## src/rtl/tmr_ovf_cap_irq.sv

```systemverilog
module tmr_ovf_cap_irq #(
  parameter int CNT_W   = 16,
  parameter int STAT_W  = 8,
  parameter int T1_BIT  = 5,
  parameter int T2_BIT  = 4
) (
  input  logic              clk,
  input  logic              rst_n,
  input  logic              inc_stb,
  input  logic [CNT_W-1:0]  t1_cnt,
  input  logic [CNT_W-1:0]  t2_cnt,
  input  logic              en_t1_ovf,
  input  logic              en_t2_ovf,
  input  logic              cap_pin,
  input  logic              stat_rd,
  output logic              irq_ovf,
  output logic              irq_t2_ovf,
  output logic              irq_cap,
  output logic [CNT_W-1:0]  cap_val,
  output logic [STAT_W-1:0] status
);

  localparam logic [CNT_W-1:0] HALF = CNT_W'(1) << (CNT_W - 1);

  logic t1_wrap, t2_wrap;
  logic t1_flag, t2_flag;
  logic [2:0] pin_sh;
  logic cap_edge;

  assign t1_wrap  = inc_stb && (t1_cnt == '0);
  assign t2_wrap  = inc_stb && ((t2_cnt == '0) || (t2_cnt == HALF));
  assign cap_edge = pin_sh[1] & ~pin_sh[2];

  always_ff @(posedge clk or negedge rst_n) begin
    if (!rst_n) begin
      irq_ovf    <= 1'b0;
      irq_t2_ovf <= 1'b0;
      t1_flag    <= 1'b0;
      t2_flag    <= 1'b0;
    end else begin
      irq_ovf    <= (t1_wrap && en_t1_ovf) || (t2_wrap && en_t2_ovf);
      irq_t2_ovf <= t2_wrap;
      t1_flag    <= t1_wrap || (t1_flag && !stat_rd);
      t2_flag    <= t2_wrap || (t2_flag && !stat_rd);
    end
  end

  always_ff @(posedge clk or negedge rst_n) begin
    if (!rst_n) begin
      pin_sh  <= '0;
      irq_cap <= 1'b0;
      cap_val <= '0;
    end else begin
      pin_sh  <= {pin_sh[1:0], cap_pin};
      irq_cap <= cap_edge;
      if (cap_edge) cap_val <= t2_cnt;
    end
  end

  always_comb begin
    status         = '0;
    status[T1_BIT] = t1_flag;
    status[T2_BIT] = t2_flag;
  end


  p_t1_flag_r1: assert property (@(posedge clk) disable iff (!rst_n)
    (inc_stb && t1_cnt == '0) |=> status[T1_BIT]);

  p_t2_irq_r2: assert property (@(posedge clk) disable iff (!rst_n)
    (inc_stb && (t2_cnt == '0 || t2_cnt == HALF)) |=> (irq_t2_ovf && status[T2_BIT]));

  p_shared_gate_r3: assert property (@(posedge clk) disable iff (!rst_n)
    (!en_t1_ovf && !en_t2_ovf) |=> !irq_ovf);

  p_no_inc_r4: assert property (@(posedge clk) disable iff (!rst_n)
    !inc_stb |=> (!irq_ovf && !irq_t2_ovf));

  p_sticky_r5: assert property (@(posedge clk) disable iff (!rst_n)
    (status[T1_BIT] && !stat_rd) |=> status[T1_BIT]);

  p_cap_pulse_r6: assert property (@(posedge clk) disable iff (!rst_n)
    irq_cap |=> !irq_cap);

  p_cap_hold_r7: assert property (@(posedge clk) disable iff (!rst_n)
    !irq_cap |-> $stable(cap_val));

endmodule

```

## config.mk

```make
export PLATFORM = sky130hd
export DESIGN_NAME = tmr_ovf_cap_irq
export DESIGN_NICKNAME = d
export VERILOG_FILES = /design/src/rtl/tmr_ovf_cap_irq.sv
export SDC_FILE = /design/constraint.sdc
export NUM_CORES = 1
export LEC_CHECK = 0
export ABC_AREA = 1
export BUFFER_PORTS_ARGS = -buffer_cell sky130_fd_sc_hd__buf_4
export CORE_MARGIN = 1
export CORE_UTILIZATION = 34
export CTS_BUF_LIST = sky130_fd_sc_hd__clkbuf_16
export DETAILED_ROUTE_END_ITERATION = 6
export PLACE_DENSITY = 0.66
export RECOVER_POWER = 100
export SYNTH_ARGS = -nofsm -noshare
export SYNTH_HDL_FRONTEND = slang
export SYNTH_SLANG_ARGS = --single-unit
```

## constraint.sdc

```tcl
create_clock -name clk -period 1.8 [get_ports clk]
set_clock_uncertainty 0.15 [all_clocks]
set_input_delay 0.18 -clock clk [delete_from_list [all_inputs] [get_ports clk]]
set_output_delay 0.18 -clock clk [all_outputs]
set_load 0.02 [all_outputs]
```

==> impl_metrics.tcl <==
set metrics [dict create \
    cp_slowest_cell "dfrtp_1" \
    boundaryPins 66 \
    yosys.area_share.simple_pct 25.7 \
    drv_cap 0 \
    wl_um 2520 \
    syn_area_per_cell_sq_um 8.71 \
    relSlewSlack_pct 61.7 \
    route.detailed.drc 5 \
    synthMuxAreaShare_pct 0 \
    path_clk_slew_ns 0.06 \
    first_global_vias 1000 \
    cts_tree "yes" \
    synthesis.area_sq_um 1060 \
    setup_tns_ns 0 \
    synth_top_area_share_pct 56.5 \
    worstPathRequired_ns 1.77 \
    rsz0062_at_grt "false" \
    finish.utilization_pct 56.2 \
    max_freq_mhz 736 \
    synth_top_family_by_area "simple AND/OR/NAND/NOR gates" \
    clock-root-buffer "clkbuf_16" \
    peakVddDrop_mv 0.535 \
    hold_depth 3 \
    final.period_utilization_pct 75.4 \
    setup_violations 0 \
    status "complete, but fails checks" \
    total_power_mw 1.52 \
    drt_iter0_drc 39 \
    hold_end "irq_ovf" \
    whs_ns 0.00770 \
    synth_cell_types 14 \
    powerDensity_nw_per_um2 948 \
    crit_path_end_kind "register" \
    worst_pin_slew_ns 0.574 \
    power.leakage_nw 0.839 \
    final_cell_area_sq_um 1600 \
    overflow 0 \
    worst-r2r-setup-slack_ns 0.44 \
    syn_inst 122 \
    ff2ff_path_depth 4 \
    period_needed_ns 1.36 \
    r2r_start "pin_sh[2]" \
    path_class "register to register" \
    path_max_fanout 21 \
    placed_area_sq_um 1470 \
    hp-class "input port to register" \
    wl_per_cell_um 11.3 \
    layout_commonest_cell "nand2_1" \
    min_from "en_t2_ovf" \
    arrival_ns 1.33 \
    die_area_sq_um 3350 \
    fin_nets 232 \
    synth-xor-area-share_pct 0 \
    slew_violations 0 \
    dr.pass1.iters 6 \
    grt_pass1_wl_um 4200 \
    vias 993 \
    num_rows 19 \
    synth_compound_area_share_pct 5.06 \
    core_sq_um 2850 \
    r2r-end "cap_val[11]" \
    htree_levels 1 \
    yosysTopAreaCell "dfrtp_1" \
    ys_warn_count 0 \
    viasPerCell 4.45 \
    finalHoldViolations 0 \
    cts_sinks 24 \
    cp_slowest_stage_delay_ns 0.39 \
    syn_to_final_growth_pct 51.0 \
    synth_fa_ha_area_share_pct 0 \
    fill_cells 291 \
    antennaDiodeCount 0 \
    io_buffers 59 \
    die_h_um 57.9 \
    antenna_found_initial 0 \
    failed_checks "DRC" \
    ant_nets 0 \
    die_w_um 57.9 \
    synth_area_leaders "dfrtp_1 (57%), nand2_1 (16%), buf_4 (6.4%)" \
    clockBufferDepth 2 \
    cts_buffers 3 \
    track_usage_pct 16.6 \
    place_congestion 0.802 \
    dpl.hpwl_um 1860 \
    grt_max_degree 25 \
    drive_gt1_share_pct 22.4 \
    synth_sequential_area_ratio_pct 56.5 \
    most-common-layout-cells "nand2_1 (46), buf_4 (34), dfrtp_1 (24)" \
    start_util_pct 37.2 \
    ys_seq_elements 24 \
    clk_latency_ns 0.26 \
    startpoint_type "register" \
    cp_cell_sequence "nor2_4 -> inv_2 -> nand2_1 -> o21ai_0" \
]
## critical path: cells and delay by family, from the launching register on
family / cells / cell delay [ns]
buf+inv: 1 / 0.21
compound gates: 1 / 0.09
flops: 1 / 0.39
simple gates: 2 / 0.37
## cell families (layout without fill, tap and decap cells)
kind of cell,after synthesis,count (layout)
compound gates,7,7
buf+inv,22,87
flops,24,24
other cells,1,6
simple gates,68,68
## area by class of cell
class / instances / area, sq um / area share, %
sequential: 24 / 601 / 37.4
timing repair buffer: 72 / 488 / 30.4
multi-input combinational: 81 / 330 / 20.6
clock buffer: 3 / 75.1 / 4.68
inverter: 11 / 41.3 / 2.57
tap: 31 / 38.8 / 2.42
clock inverter: 1 / 30.0 / 1.87
## state kept, by name, summed over array words and instances, names as in the netlist
register    cells
t2_flag         1
irq_ovf         1
irq_cap         1
t1_flag         1
cap_val        16
irq_t2_ovf      1
pin_sh          3
## how the worst max path moves through the flow
stage / end / slack (ns) / startpoint / cells after the start
6_report: cap_val[11] / 0.44 / pin_sh[2] / 4
3_5_place_dp: cap_val[11] / 0.42 / pin_sh[2] / 4
4_1_cts: cap_val[11] / 0.40 / pin_sh[2] / 4
5_1_grt: cap_val[11] / 0.30 / pin_sh[1] / 5
3_3_place_gp: cap_val[3] / 0.51 / pin_sh[2] / 4
2_1_floorplan: cap_val[10] / 0.73 / pin_sh[2] / 5
## stage by stage
step	setup WS, ns	cells
floorplan	0.727	127
global placement	0.509	206
detailed placement	0.420	206
CTS	0.405	223
global route	0.300	223
finish	0.442	223
## power by group
part,switching (mW),leakage [nW],internal (mW)
clock network,0.187,0.0511,0.442
logic,0.162,0.487,0.112
registers,0.0286,0.300,0.590
## per-layer routing
metal | vias to the layer above | global-route usage [%] | part of all wire, %
li1 | 493 | - | -
met1 | 449 | 18.3 | 42
met2 | 47 | 30.7 | 49
met3 | 4 | 2.90 | 7.2
met4 | 0 | 8.16 | 1.9
met5 | - | 0 | 0
## cells in the mapped netlist (all sizes together)
cell type  number
nand2          46
dfrtp          24
nor2           16
buf            11
inv            11
o21ai           7
nand3           3
nand4           2
conb            1
nor3            1
## repair_timing
item | in CTS | in global routing
buffers inserted | 0 | 0
endpoints found under the hold margin | 37 | 0
hold buffers | 13 | 0
gates resized for setup | 0 | 0
Power figures use the tool's default switching activity.
